**src/rtl/qbus_arb_pkg.sv**
```systemverilog
package qbus_arb_pkg;

   localparam int CFG_W    = 32;
   localparam int MODE_BIT = 0;
   localparam int BRK_LSB  = 1;
   localparam int UNIT_BIT = 3;
   localparam int CODE_LSB = 4;
   localparam int DFLT_LSB = 8;
   localparam int PRIO_LSB = 12;

   localparam int QCNT_W   = 15;
   localparam logic [3:0] CODE_UNLIMITED = 4'hF;

   localparam int BRK_SHORT = 4;
   localparam int BRK_LONG  = 8;

   typedef enum logic [1:0] {
      BRK_ALL   = 2'b00,
      BRK_OVER4 = 2'b01,
      BRK_OVER8 = 2'b10,
      BRK_NEVER = 2'b11
   } brk_mode_e;

endpackage

```
**src/rtl/qbus_cfg_decode.sv**
```systemverilog
module qbus_cfg_decode
   import qbus_arb_pkg::*;
#(
   parameter int N_MASTERS = 2,
   localparam int IW = $clog2(N_MASTERS)
) (
   input  logic [CFG_W-1:0]           cfg_word,
   output logic                       rr_mode,
   output brk_mode_e                  brk,
   output logic                       xfer_unit,
   output logic                       preempt,
   output logic [QCNT_W-1:0]          limit,
   output logic [IW-1:0]              dflt_idx,
   output logic [N_MASTERS-1:0][1:0]  prio
);

   logic [3:0] code;
   logic [1:0] dflt_raw;
   logic       spare_unused;

   assign rr_mode   = cfg_word[MODE_BIT];
   assign brk       = brk_mode_e'(cfg_word[BRK_LSB +: 2]);
   assign xfer_unit = cfg_word[UNIT_BIT];
   assign code      = cfg_word[CODE_LSB +: 4];
   assign dflt_raw  = cfg_word[DFLT_LSB +: 2];

   assign preempt = (code != CODE_UNLIMITED);
   assign limit   = preempt ? (QCNT_W'(1) << code) : '0;

   assign dflt_idx = (int'(dflt_raw) < N_MASTERS) ? IW'(dflt_raw) : '0;

   for (genvar i = 0; i < N_MASTERS; i++) begin : g_prio
      assign prio[i] = cfg_word[PRIO_LSB + 2*i +: 2];
   end

   assign spare_unused = ^{cfg_word[CFG_W-1:PRIO_LSB+2*N_MASTERS],
                           cfg_word[PRIO_LSB-1:DFLT_LSB+2]};

endmodule

```
**src/rtl/qbus_pick.sv**
```systemverilog
module qbus_pick #(
   parameter int N_MASTERS = 2,
   localparam int IW = $clog2(N_MASTERS)
) (
   input  logic                       clk,
   input  logic                       rst_n,
   input  logic [N_MASTERS-1:0]       req,
   input  logic                       rr_mode,
   input  logic [N_MASTERS-1:0][1:0]  prio,
   input  logic [IW-1:0]              ptr,
   output logic                       any_req,
   output logic [IW-1:0]              winner
);

   logic [1:0]           lvl [N_MASTERS];
   logic [1:0]           top_lvl;
   logic [N_MASTERS-1:0] cand;
   logic                 found;

   for (genvar i = 0; i < N_MASTERS; i++) begin : g_lvl
      assign lvl[i]  = rr_mode ? 2'b00 : prio[i];
      assign cand[i] = req[i] && (lvl[i] == top_lvl);
   end

   assign any_req = |req;

   always_comb begin
      top_lvl = 2'b00;
      for (int i = 0; i < N_MASTERS; i++) begin
         if (req[i] && (lvl[i] > top_lvl)) top_lvl = lvl[i];
      end
   end

   always_comb begin
      int idx;
      found  = 1'b0;
      winner = '0;
      for (int k = 0; k < N_MASTERS; k++) begin
         idx = int'(ptr) + k;
         if (idx >= N_MASTERS) idx = idx - N_MASTERS;
         if (!found && cand[idx]) begin
            winner = IW'(idx);
            found  = 1'b1;
         end
      end
   end


   winner_req_chk: assert property (@(posedge clk) disable iff (!rst_n)
      any_req |-> req[winner]);

   for (genvar i = 0; i < N_MASTERS; i++) begin : g_ord

      prio_order_chk: assert property (@(posedge clk) disable iff (!rst_n)
         req[i] |-> (lvl[winner] >= lvl[i]));
   end

endmodule

```
**src/rtl/qbus_quantum.sv**
```systemverilog
module qbus_quantum
   import qbus_arb_pkg::*;
(
   input  logic              clk,
   input  logic              rst_n,
   input  logic              tick,
   input  logic              preempt,
   input  logic [QCNT_W-1:0] limit,
   input  logic              restart,
   input  logic              others_req,
   output logic              expired
);

   logic [QCNT_W-1:0] cnt_q;
   logic [QCNT_W:0]   q_next;

   assign q_next  = {1'b0, cnt_q} + {{QCNT_W{1'b0}}, tick};
   assign expired = preempt && (q_next >= {1'b0, limit});

   always_ff @(posedge clk or negedge rst_n) begin
      if (!rst_n) begin
         cnt_q <= '0;
      end else if (restart || !preempt) begin
         cnt_q <= '0;
      end else if (expired) begin
         cnt_q <= others_req ? limit : '0;
      end else begin
         cnt_q <= q_next[QCNT_W-1:0];
      end
   end


   handover_zero_chk: assert property (@(posedge clk) disable iff (!rst_n)
      restart |=> (cnt_q == '0));

endmodule

```
**src/rtl/qbus_burst_guard.sv**
```systemverilog
module qbus_burst_guard
   import qbus_arb_pkg::*;
#(
   parameter int LEN_W = 5
) (
   input  logic             clk,
   input  logic             rst_n,
   input  logic             own_req,
   input  logic             beat_done,
   input  logic [LEN_W-1:0] burst_beats,
   input  logic             burst_final,
   input  brk_mode_e        brk,
   output logic             switch_ok
);

   logic defined_len;
   logic protect;
   logic lock_q;
   logic lock_next;

   assign defined_len = (burst_beats > LEN_W'(1));

   always_comb begin
      unique case (brk)
         BRK_ALL:   protect = 1'b0;
         BRK_OVER4: protect = defined_len && (burst_beats <= LEN_W'(BRK_SHORT));
         BRK_OVER8: protect = defined_len && (burst_beats <= LEN_W'(BRK_LONG));
         BRK_NEVER: protect = defined_len;
         default:   protect = 1'b0;
      endcase
   end

   always_comb begin
      if (!own_req)       lock_next = 1'b0;
      else if (beat_done) lock_next = protect && !burst_final;
      else                lock_next = lock_q;
   end

   assign switch_ok = !lock_next && (beat_done || !own_req);

   always_ff @(posedge clk or negedge rst_n) begin
      if (!rst_n) lock_q <= 1'b0;
      else        lock_q <= lock_next;
   end


   burst_hold_chk: assert property (@(posedge clk) disable iff (!rst_n)
      (lock_q && own_req && !(beat_done && burst_final)) |-> !switch_ok);

endmodule

```
**src/rtl/qbus_arbiter.sv**
```systemverilog
module qbus_arbiter
   import qbus_arb_pkg::*;
#(
   parameter int N_MASTERS   = 2,
   parameter int LEN_W       = 5,
   parameter int RESET_OWNER = 1
) (
   input  logic                 clk,
   input  logic                 rst_n,
   input  logic [31:0]          cfg_word,
   input  logic [N_MASTERS-1:0] req,
   input  logic                 beat_done,
   input  logic [LEN_W-1:0]     burst_beats,
   input  logic                 burst_final,
   output logic [N_MASTERS-1:0] grant
);

   localparam int IW = $clog2(N_MASTERS);

   if (N_MASTERS < 2 || N_MASTERS > 4) begin : g_bad_n
      $error("qbus_arbiter: N_MASTERS must lie in 2..4");
   end
   if (LEN_W < 4) begin : g_bad_len
      $error("qbus_arbiter: LEN_W must hold a length of 8");
   end
   if (RESET_OWNER < 0 || RESET_OWNER >= N_MASTERS) begin : g_bad_rst
      $error("qbus_arbiter: RESET_OWNER out of range");
   end

   logic                       rr_mode;
   brk_mode_e                  brk;
   logic                       xfer_unit;
   logic                       preempt;
   logic [QCNT_W-1:0]          limit;
   logic [IW-1:0]              dflt_idx;
   logic [N_MASTERS-1:0][1:0]  prio;

   logic [IW-1:0]              owner_q;
   logic [IW-1:0]              ptr_q;
   logic [N_MASTERS-1:0]       dflt_hot;
   logic                       own_req;
   logic                       others_req;
   logic                       any_req;
   logic [IW-1:0]              winner;
   logic                       switch_ok;
   logic                       expired;
   logic                       rearb;
   logic                       tick;

   qbus_cfg_decode #(.N_MASTERS(N_MASTERS)) u_dec (
      .cfg_word  (cfg_word),
      .rr_mode   (rr_mode),
      .brk       (brk),
      .xfer_unit (xfer_unit),
      .preempt   (preempt),
      .limit     (limit),
      .dflt_idx  (dflt_idx),
      .prio      (prio)
   );

   for (genvar i = 0; i < N_MASTERS; i++) begin : g_hot
      assign grant[i]    = (owner_q  == IW'(i));
      assign dflt_hot[i] = (dflt_idx == IW'(i));
   end

   assign own_req    = |(req & grant);
   assign others_req = |(req & ~grant);
   assign tick       = xfer_unit ? beat_done : 1'b1;

   qbus_pick #(.N_MASTERS(N_MASTERS)) u_pick (
      .clk     (clk),
      .rst_n   (rst_n),
      .req     (req),
      .rr_mode (rr_mode),
      .prio    (prio),
      .ptr     (ptr_q),
      .any_req (any_req),
      .winner  (winner)
   );

   qbus_burst_guard #(.LEN_W(LEN_W)) u_guard (
      .clk         (clk),
      .rst_n       (rst_n),
      .own_req     (own_req),
      .beat_done   (beat_done),
      .burst_beats (burst_beats),
      .burst_final (burst_final),
      .brk         (brk),
      .switch_ok   (switch_ok)
   );

   qbus_quantum u_quant (
      .clk        (clk),
      .rst_n      (rst_n),
      .tick       (tick),
      .preempt    (preempt),
      .limit      (limit),
      .restart    (rearb),
      .others_req (others_req),
      .expired    (expired)
   );

   assign rearb = switch_ok && (!own_req || (expired && others_req));

   always_ff @(posedge clk or negedge rst_n) begin
      if (!rst_n) begin
         owner_q <= IW'(RESET_OWNER);
         ptr_q   <= '0;
      end else if (rearb) begin
         if (any_req) begin
            owner_q <= winner;
            ptr_q   <= (winner == IW'(N_MASTERS-1)) ? '0 : winner + 1'b1;
         end else begin
            owner_q <= dflt_idx;
         end
      end
   end


   onehot_grant_chk: assert property (@(posedge clk) disable iff (!rst_n)
      $countones(grant) == 1);


   boundary_only_chk: assert property (@(posedge clk) disable iff (!rst_n)
      (!beat_done && own_req) |=> $stable(grant));


   idle_park_chk: assert property (@(posedge clk) disable iff (!rst_n)
      (req == '0) |=> (grant == $past(dflt_hot)));

endmodule

```
**config.mk**
```make
export PLATFORM = sky130hd
export DESIGN_NAME = qbus_arbiter
export DESIGN_NICKNAME = d
export VERILOG_FILES = /design/src/rtl/qbus_arb_pkg.sv /design/src/rtl/qbus_cfg_decode.sv /design/src/rtl/qbus_pick.sv /design/src/rtl/qbus_quantum.sv /design/src/rtl/qbus_burst_guard.sv /design/src/rtl/qbus_arbiter.sv
export SDC_FILE = /design/constraint.sdc
export NUM_CORES = 1
export LEC_CHECK = 0
export BUFFER_PORTS_ARGS = -buffer_cell sky130_fd_sc_hd__buf_2
export CAP_MARGIN = 15
export CORE_UTILIZATION = 30
export CTS_CLUSTER_SIZE = 16
export DETAILED_ROUTE_END_ITERATION = 16
export PLACE_DENSITY = 0.55
export SLEW_MARGIN = 15
export SYNTH_ARGS = -nofsm -noshare
export SYNTH_HDL_FRONTEND = slang
export SYNTH_SLANG_ARGS = --single-unit
export TNS_END_PERCENT = 20
```
**constraint.sdc**
```tcl
create_clock -name clk -period 8.5 [get_ports clk]
set_clock_uncertainty 0.1 [all_clocks]
set_input_delay 0.85 -clock clk [delete_from_list [all_inputs] [get_ports clk]]
set_output_delay 0.85 -clock clk [all_outputs]
set_load 0.03 [all_outputs]
```
==> run_results.csv, run 1 <==
group,metric,value,unit
routing,routedWlPerCell,13.9,um
sta,fin_crit_sh,0.494,
pwr,peakVddDrop,0.0000710,V
yosys,synth_ff_type,"sky130_fd_sc_hd__dfrtp_1",
routing,detailedRoute.firstPassIterationCount,4,
pwr,pwr-share-clk,0.215,
sta,timing.final.max_slew_violations,0,
cts,cts.root.buffer_cell,"sky130_fd_sc_hd__clkbuf_8",
pwr,p_sw_frac,0.421,
cts,clock_path_buffers,2,
routing,drt_iter0_markers,49,
placed_design,global_placement_routability_congestion,0.762,
layout,design.final.nets,316,
sta,max_clock_freq,238,MHz
cts,clk_transition_reported_paths,0.07,ns
cts,post_cts_resize_count,0,
cts,cts_sinks,17,
die,fp.dieW,80.9,um
layout,nFillCells,651,
routing,drc_errors,0,
worst_setup_path,cp.arrival,4.20,ns
yosys,synthDistinctLibCells,46,
routing,wl,4530,um
worst_setup_path,critPathMaxFanout,15,
placed_design,buffer_ports.inserted,26,
cts,tritoncts,"built",
worst_setup_path,cp-start-kind,"input pin",
yosys,yosysWarnings,0,
sta,fin_crit,4.20,ns
pwr,power.density_cell_area,140,mW/mm^2
layout,antenna-diode-count,0,
global_routing,globalRouteOverflowTotal,0,
global_routing,number_of_global_route_vias_before_repair,1518,
placed_design,placedCellCount,321,
die,dieHeight,80.9,um
worst_setup_path,criticalPathCategory,"input pin to flop",
yosys,synthDominantAreaCellType,"sky130_fd_sc_hd__dfrtp_1",
yosys,syn_inst,233,
cts,cts.htree.levels,1,
cts,cts_hold_repair.buffers,0,
cts,cts_post_setup_buffers_inserted,0,
sta,timing.max_slew.rel_slack,0.496,
routing,routed-via-count,1722,
placed_design,place.detailed.hpwl,3350,um
die,ios,45,
routing,final_antenna_net_count,0,
yosys,synth-edff-count,0,
die,rows,28,
global_routing,globalRouteMet3Util,0.0135,
global_routing,grtUsageMet1,0.215,
yosys,synth_area,0.00187,sq mm
layout,post_layout_nonfiller_instances,325,
yosys,yosys-top-cells-area,"sky130_fd_sc_hd__dfrtp_1, sky130_fd_sc_hd__ha_1, sky130_fd_sc_hd__a21oi_1, sky130_fd_sc_hd__nand2_1, sky130_fd_sc_hd__nand4_1",
yosys,post_synth.cell_area_avg,8.01,sq um
sta,report.final.hold_viol_count,0,
layout,area_growth,10.8,%
yosys,postSynthNetCount,298,
job,drv.max_cap_violation_count,0,
yosys,synth_async_sr_flop_share,1.00,
die,initial_core_util,0.313,
yosys,share_of_yosys_cell_area_claimed_by_the_top_area_cell_type,0.215,
yosys,ys_seq_area_frac,0.229,
sta,final_setup_fails,0,
run_status,result_of_the_run,"finished clean",
sta,totalNegativeSetupSlack,0,ns
global_routing,grt-busiest-layer,"met2",
hold_path,min_path_type,"input pin to async pin",
sta,unrepaired_setup_endpoints_after_global_routing,"false",
pwr,combinational_power_share,0.456,
yosys,register_bit_total_from_synthesis,17,
cts,clkLatencyLatePin,0.25,ns
global_routing,grt_usage,0.147,
worst_setup_path,worstPathRequired,8.50,ns
global_routing,globalRouteMet2Util,0.230,
routing,avgViaCountPerCell,5.30,
pwr,seqPwrFrac,0.329,
die,fp.dieArea,0.00654,sq mm
layout,drive_gt1_frac,0.156,
global_routing,grt_antenna_before_repair,0,
global_routing,grt_start_max_net_pins,20,
sta,worst_slew_pin_slew,0.756,ns
pwr,cellLeakagePower,0.892,nW
global_routing,first_pass_grt_wire_length,7470,um
die,core-area,0.00596,sq mm
worst_setup_path,endpoint_kind,"flop",
cts,cts_made_buffers,3,
pwr,psw,0.000122,W
pwr,internal_power,0.000168,W
[stage by stage]
stage	setup slack (ns)	utilization	area [sq um]	hold WS, ns	power, W
finish	4.30	0.347	2070	0.405	0.000289
detailed placement	4.04	0.339	2020	0.458	0.000226
floorplan	4.59	-	1870	0.428	0.000197
global route	4.10	0.347	2070	0.442	0.000306
global placement	4.05	0.339	2020	0.462	0.000224
CTS	4.30	0.347	2070	0.428	0.000288
[final cells by class]
class / count / area [sq um] / area share
inverter: 5 / 18.8 / 0.00908
multi-input combinational: 197 / 1350 / 0.651
clock buffer: 4 / 45.0 / 0.0218
tap: 75 / 93.8 / 0.0454
timing repair buffer: 27 / 138 / 0.0666
sequential: 17 / 427 / 0.206
[flip-flops by register name, summed over array words and instances (netlist names)]
register       count
ptr_q              1
u_quant.cnt_q     15
owner_q            1
[worst paths after layout]
kind	cells past startpoint	start	endpoint	slack [ns]
hold / removal	1	rst_n	u_quant.cnt_q[6]	0.41
min in group clk	2	owner_q	owner_q	0.47
setup reg to reg	11	u_quant.cnt_q[2]	u_quant.cnt_q[7]	4.68
max in group asynchronous	1	rst_n	owner_q	7.59
setup / recovery	14	beat_done	u_quant.cnt_q[7]	4.30
hold reg to reg	2	owner_q	owner_q	0.47
[power groups by stage]
stage           clock, W  combinational (W)  sequential, W
6_report       0.0000622           0.000132      0.0000952
3_3_place_gp           0           0.000128      0.0000965
3_5_place_dp           0           0.000130      0.0000963
5_1_grt        0.0000657           0.000144      0.0000960
2_1_floorplan          0           0.000102      0.0000948
4_1_cts        0.0000628           0.000130      0.0000948
[cells by family (layout without fill, tap and decap cells)]
kind of cell | after synthesis | count (layout) | synth area share
simple gates | 103 | 103 | 0.302
compound gates | 57 | 57 | 0.201
fa+ha+maj | 22 | 22 | 0.148
buf+inv | 19 | 36 | 0.0503
flops | 17 | 17 | 0.229
xor+xnor | 14 | 14 | 0.0657
mux | 1 | 1 | 0.00537
[cells in the mapped netlist (2+ instances only)]
master / number
sky130_fd_sc_hd__a21oi_1: 23
sky130_fd_sc_hd__and3_1: 4
sky130_fd_sc_hd__buf_2: 3
sky130_fd_sc_hd__buf_6: 2
sky130_fd_sc_hd__clkbuf_1: 8
sky130_fd_sc_hd__dfrtp_1: 16
sky130_fd_sc_hd__ha_1: 22
sky130_fd_sc_hd__inv_1: 5
sky130_fd_sc_hd__nand2_1: 29
sky130_fd_sc_hd__nand2b_1: 5
sky130_fd_sc_hd__nand3_1: 8
sky130_fd_sc_hd__nand3b_1: 5
sky130_fd_sc_hd__nand4_1: 15
sky130_fd_sc_hd__nor2_1: 11
sky130_fd_sc_hd__nor2b_1: 7
sky130_fd_sc_hd__nor3_1: 4
sky130_fd_sc_hd__nor4_1: 3
sky130_fd_sc_hd__o21a_1: 4
sky130_fd_sc_hd__o21ai_0: 14
sky130_fd_sc_hd__o21ai_1: 5
sky130_fd_sc_hd__o22ai_1: 2
sky130_fd_sc_hd__or3b_1: 2
sky130_fd_sc_hd__xnor2_1: 8
sky130_fd_sc_hd__xor2_1: 6
[worst max-delay path: stages]
cell,delay [ns]
sky130_fd_sc_hd__buf_2,0.08
sky130_fd_sc_hd__nand2b_1,0.10
sky130_fd_sc_hd__ha_1,0.21
sky130_fd_sc_hd__ha_1,0.23
sky130_fd_sc_hd__and3_1,0.27
sky130_fd_sc_hd__nand4_1,0.14
sky130_fd_sc_hd__xnor2_1,0.17
sky130_fd_sc_hd__ha_1,0.31
sky130_fd_sc_hd__nand3_1,0.11
sky130_fd_sc_hd__or3_4,0.43
sky130_fd_sc_hd__a2111oi_4,0.35
sky130_fd_sc_hd__nor4_2,0.13
sky130_fd_sc_hd__o31ai_4,0.70
sky130_fd_sc_hd__a21oi_1,0.11
[layer usage]
metal,vias to the layer above,routed length [um]
met2,37,2060
met4,0,40
li1,887,-
met5,-,0
met3,4,156
met1,794,2270
[layout by cell type (no fill, tap or decap), types with 6 or more instances in the layout]
cell                      count
sky130_fd_sc_hd__o21ai_0     14
sky130_fd_sc_hd__dfrtp_1     16
sky130_fd_sc_hd__nand4_1     15
sky130_fd_sc_hd__nor2b_1      7
sky130_fd_sc_hd__xor2_1       6
sky130_fd_sc_hd__ha_1        22
sky130_fd_sc_hd__nand2_1     29
sky130_fd_sc_hd__nor2_1      11
sky130_fd_sc_hd__a21oi_1     23
sky130_fd_sc_hd__nand3_1      8
sky130_fd_sc_hd__xnor2_1      8
sky130_fd_sc_hd__buf_2       26
No activity file was read; power rests on OpenSTA's default activity.
==> inputs of run 2 (changes only) <==
--- a/config.mk
+++ b/config.mk
@@ -10,7 +10,7 @@
 export CORE_UTILIZATION = 30
 export CTS_CLUSTER_SIZE = 16
 export DETAILED_ROUTE_END_ITERATION = 16
-export PLACE_DENSITY = 0.55
+export PLACE_DENSITY = 0.57
 export SLEW_MARGIN = 15
 export SYNTH_ARGS = -nofsm -noshare
 export SYNTH_HDL_FRONTEND = slang
==> constraint.sdc (replaced) <==
create_clock -name clk -period 3.41 [get_ports clk]
set_clock_uncertainty 0.1 [all_clocks]
set_input_delay 0.341 -clock clk [delete_from_list [all_inputs] [get_ports clk]]
set_output_delay 0.341 -clock clk [all_outputs]
set_load 0.03 [all_outputs]
==> run 2 against run 1 <==
Utilization increased by 6.3 points. Design area grew 18%. Power rose to 2.9 times the previous value. Global-route usage up 0.55 points. Worst setup slack worse by 4.3 ns. Final cell count increased by 8.9%. Via count is 4.5% higher. Critical path depth did not move. Wire length about the same. Register-to-register slack got worse by 4.6 ns.
==> run_results.csv, run 2 (synthesis results as in run 1) <==
group,metric,value,unit
hold_path,min_path_type,"input pin to flop",
die,ios,45,
layout,design.final.nets,345,
sta,unrepaired_setup_endpoints_after_global_routing,"true",
worst_setup_path,criticalPathCategory,"flop to flop",
pwr,total_power,0.000853,W
routing,drt_iter0_markers,82,
sta,worst_slew_pin_slew,0.537,ns
pwr,peakVddDrop,0.000247,V
layout,regMostFlops,"u_quant.cnt_q",
hold_path,min_delay_path_depth,4,
global_routing,grt_antenna_before_repair,0,
routing,routed-via-count,1800,
worst_setup_path,endpoint_kind,"flop",
run_status,result_of_the_run,"finished clean",
worst_setup_path,critPathMaxFanout,8,
routing,final_antenna_net_count,0,
cts,cts_made_buffers,3,
sta,max_clock_freq,296,MHz
sta,timing.max_slew.rel_slack,0.641,
die,dieHeight,80.9,um
routing,avgViaCountPerCell,5.08,
layout,largestRegisters,"u_quant.cnt_q x15, owner_q x1, ptr_q x1",
global_routing,globalRouteOverflowTotal,0,
layout,antenna-diode-count,0,
routing,routedWlPerCell,12.8,um
hold_path,worstHoldEndpoint,"owner_q",
cts,tritoncts,"built",
routing,detailedRoute.firstPassIterationCount,4,
die,core-area,0.00596,sq mm
die,fp.dieArea,0.00654,sq mm
cts,clock_path_buffers,2,
cts,cts.root.buffer_cell,"sky130_fd_sc_hd__clkbuf_8",
layout,final_util,0.410,
sta,final_setup_fails,0,
global_routing,grt_start_max_net_pins,18,
routing,drc_errors,0,
cts,cts.htree.levels,1,
cts,clk_transition_reported_paths,0.06,ns
die,fp.dieW,80.9,um
cts,cts_sinks,17,
job,drv.max_cap_violation_count,0,
global_routing,grt_usage,0.153,
sta,fin_crit_sh,0.991,
worst_setup_path,r2r_slack,0.03,ns
layout,drive_gt1_frac,0.301,
placed_design,place.detailed.hpwl,3490,um
pwr,cellLeakagePower,1.08,nW
die,initial_core_util,0.313,
cts,clkLatencyLatePin,0.24,ns
global_routing,number_of_global_route_vias_before_repair,1795,
layout,layout_commonest_cell,"sky130_fd_sc_hd__nand2_1",
sta,postLayoutSetupSlackWorst,0.0313,ns
pwr,power.density_cell_area,349,mW/mm^2
worst_setup_path,r2r-start,"u_quant.cnt_q[0]",
die,rows,28,
layout,largest_register_ffs,15,
layout,nFillCells,582,
layout,ff_latch_area,427,sq um
sta,timing.final.max_slew_violations,0,
worst_setup_path,cp.arrival,3.40,ns
layout,most-common-layout-cells,"sky130_fd_sc_hd__nand2_1, sky130_fd_sc_hd__buf_2, sky130_fd_sc_hd__buf_4",
layout,multi_input_area,0.00146,sq mm
worst_setup_path,worstPathRequired,3.43,ns
worst_setup_path,reg2regPathDepth,14,
placed_design,buffer_ports.inserted,26,
worst_setup_path,reg2reg_to,"u_quant.cnt_q[2]",
worst_setup_path,cp-start-kind,"flop",
placed_design,global_placement_routability_congestion,0.760,
sta,report.final.hold_viol_count,0,
placed_design,pre_cts_ws,-0.333,ns
layout,area_growth,30.9,%
sta,fin_crit,3.38,ns
hold_path,min-delay-start,"cfg_word[9]",
global_routing,first_pass_grt_wire_length,7920,um
routing,wl,4530,um
-- run 2: cell types whose count changed in the layout (fill, tap and decap cells not counted), moves of 2 or more --
cell,before,now
sky130_fd_sc_hd__a21oi_1,23,20
sky130_fd_sc_hd__nor3_1,4,2
sky130_fd_sc_hd__buf_4,1,25
sky130_fd_sc_hd__nor3_2,1,3
sky130_fd_sc_hd__ha_1,22,19
sky130_fd_sc_hd__ha_4,0,3
sky130_fd_sc_hd__a21oi_2,0,3
sky130_fd_sc_hd__buf_6,0,2
-- run 2: per-stage QoR --
stage | instance area, sq um | TNS, ns | std cells | hold WS [ns]
finish | 2440 | 0 | 354 | 0.281
global route | 2440 | -2.03 | 354 | 0.293
CTS | 2380 | 0 | 354 | 0.284
detailed placement | 2210 | -3.52 | 343 | 0.169
global placement | 2210 | -4.30 | 343 | 0.170
floorplan | 1870 | 0 | 233 | -0.0546
-- run 2: final cells by class --
cell class / instances / share of cell area
repair buffers: 56 / 0.162
flip-flops and latches: 17 / 0.175
clock buffers: 4 / 0.0184
multi-input cells: 197 / 0.599
inverters: 5 / 0.00768
well taps: 75 / 0.0384
-- run 2: critical path, stage by stage (launching register included) --
cell and delay, ns:
sky130_fd_sc_hd__dfrtp_1 0.36, sky130_fd_sc_hd__ha_4 0.16, sky130_fd_sc_hd__ha_4 0.12, sky130_fd_sc_hd__and3_4 0.19
sky130_fd_sc_hd__nand4_1 0.13, sky130_fd_sc_hd__xnor2_2 0.18, sky130_fd_sc_hd__ha_1 0.32, sky130_fd_sc_hd__nand3_2 0.08
sky130_fd_sc_hd__or3_4 0.42, sky130_fd_sc_hd__a2111oi_4 0.38, sky130_fd_sc_hd__nor4_4 0.13, sky130_fd_sc_hd__clkbuf_16 0.17
sky130_fd_sc_hd__o31ai_4 0.27, sky130_fd_sc_hd__buf_6 0.18, sky130_fd_sc_hd__a21oi_1 0.05
-- run 2: worst max path at each step --
stage / startpoint / end / slack, ns / cells after the start
6_report: u_quant.cnt_q[0] / u_quant.cnt_q[2] / 0.03 / 14
5_1_grt: u_quant.cnt_q[0] / u_quant.cnt_q[7] / -0.13 / 14
4_1_cts: u_quant.cnt_q[0] / u_quant.cnt_q[12] / 0.007 / 15
3_5_place_dp: beat_done / owner_q / -0.33 / 15
3_3_place_gp: beat_done / owner_q / -0.35 / 15
2_1_floorplan: beat_done / owner_q / 0.006 / 14
-- run 2: power by group --
part           switching (W)  internal [W]  total, W
logic               0.000239      0.000236  0.000475
clock network      0.0000575     0.0000824  0.000140
registers          0.0000174      0.000221  0.000239
-- run 2: per-layer routing --
layer	vias to the layer above	track usage	share of wire
li1	944	-	-
met1	811	0.196	0.46
met2	40	0.273	0.50
met3	5	0.0101	0.034
met4	0	0.0429	0.011
met5	-	0	0
-- run 2: timing repair --
item | in CTS | in global routing
hold buffers | 1 | 0
buffers inserted | 5 | 2
hold endpoints to repair | 16 | 0
endpoints found under the setup margin | 10 | 17
pin swaps | 7 | 14
cloned | 1 | 0
resized for setup | 8 | 16
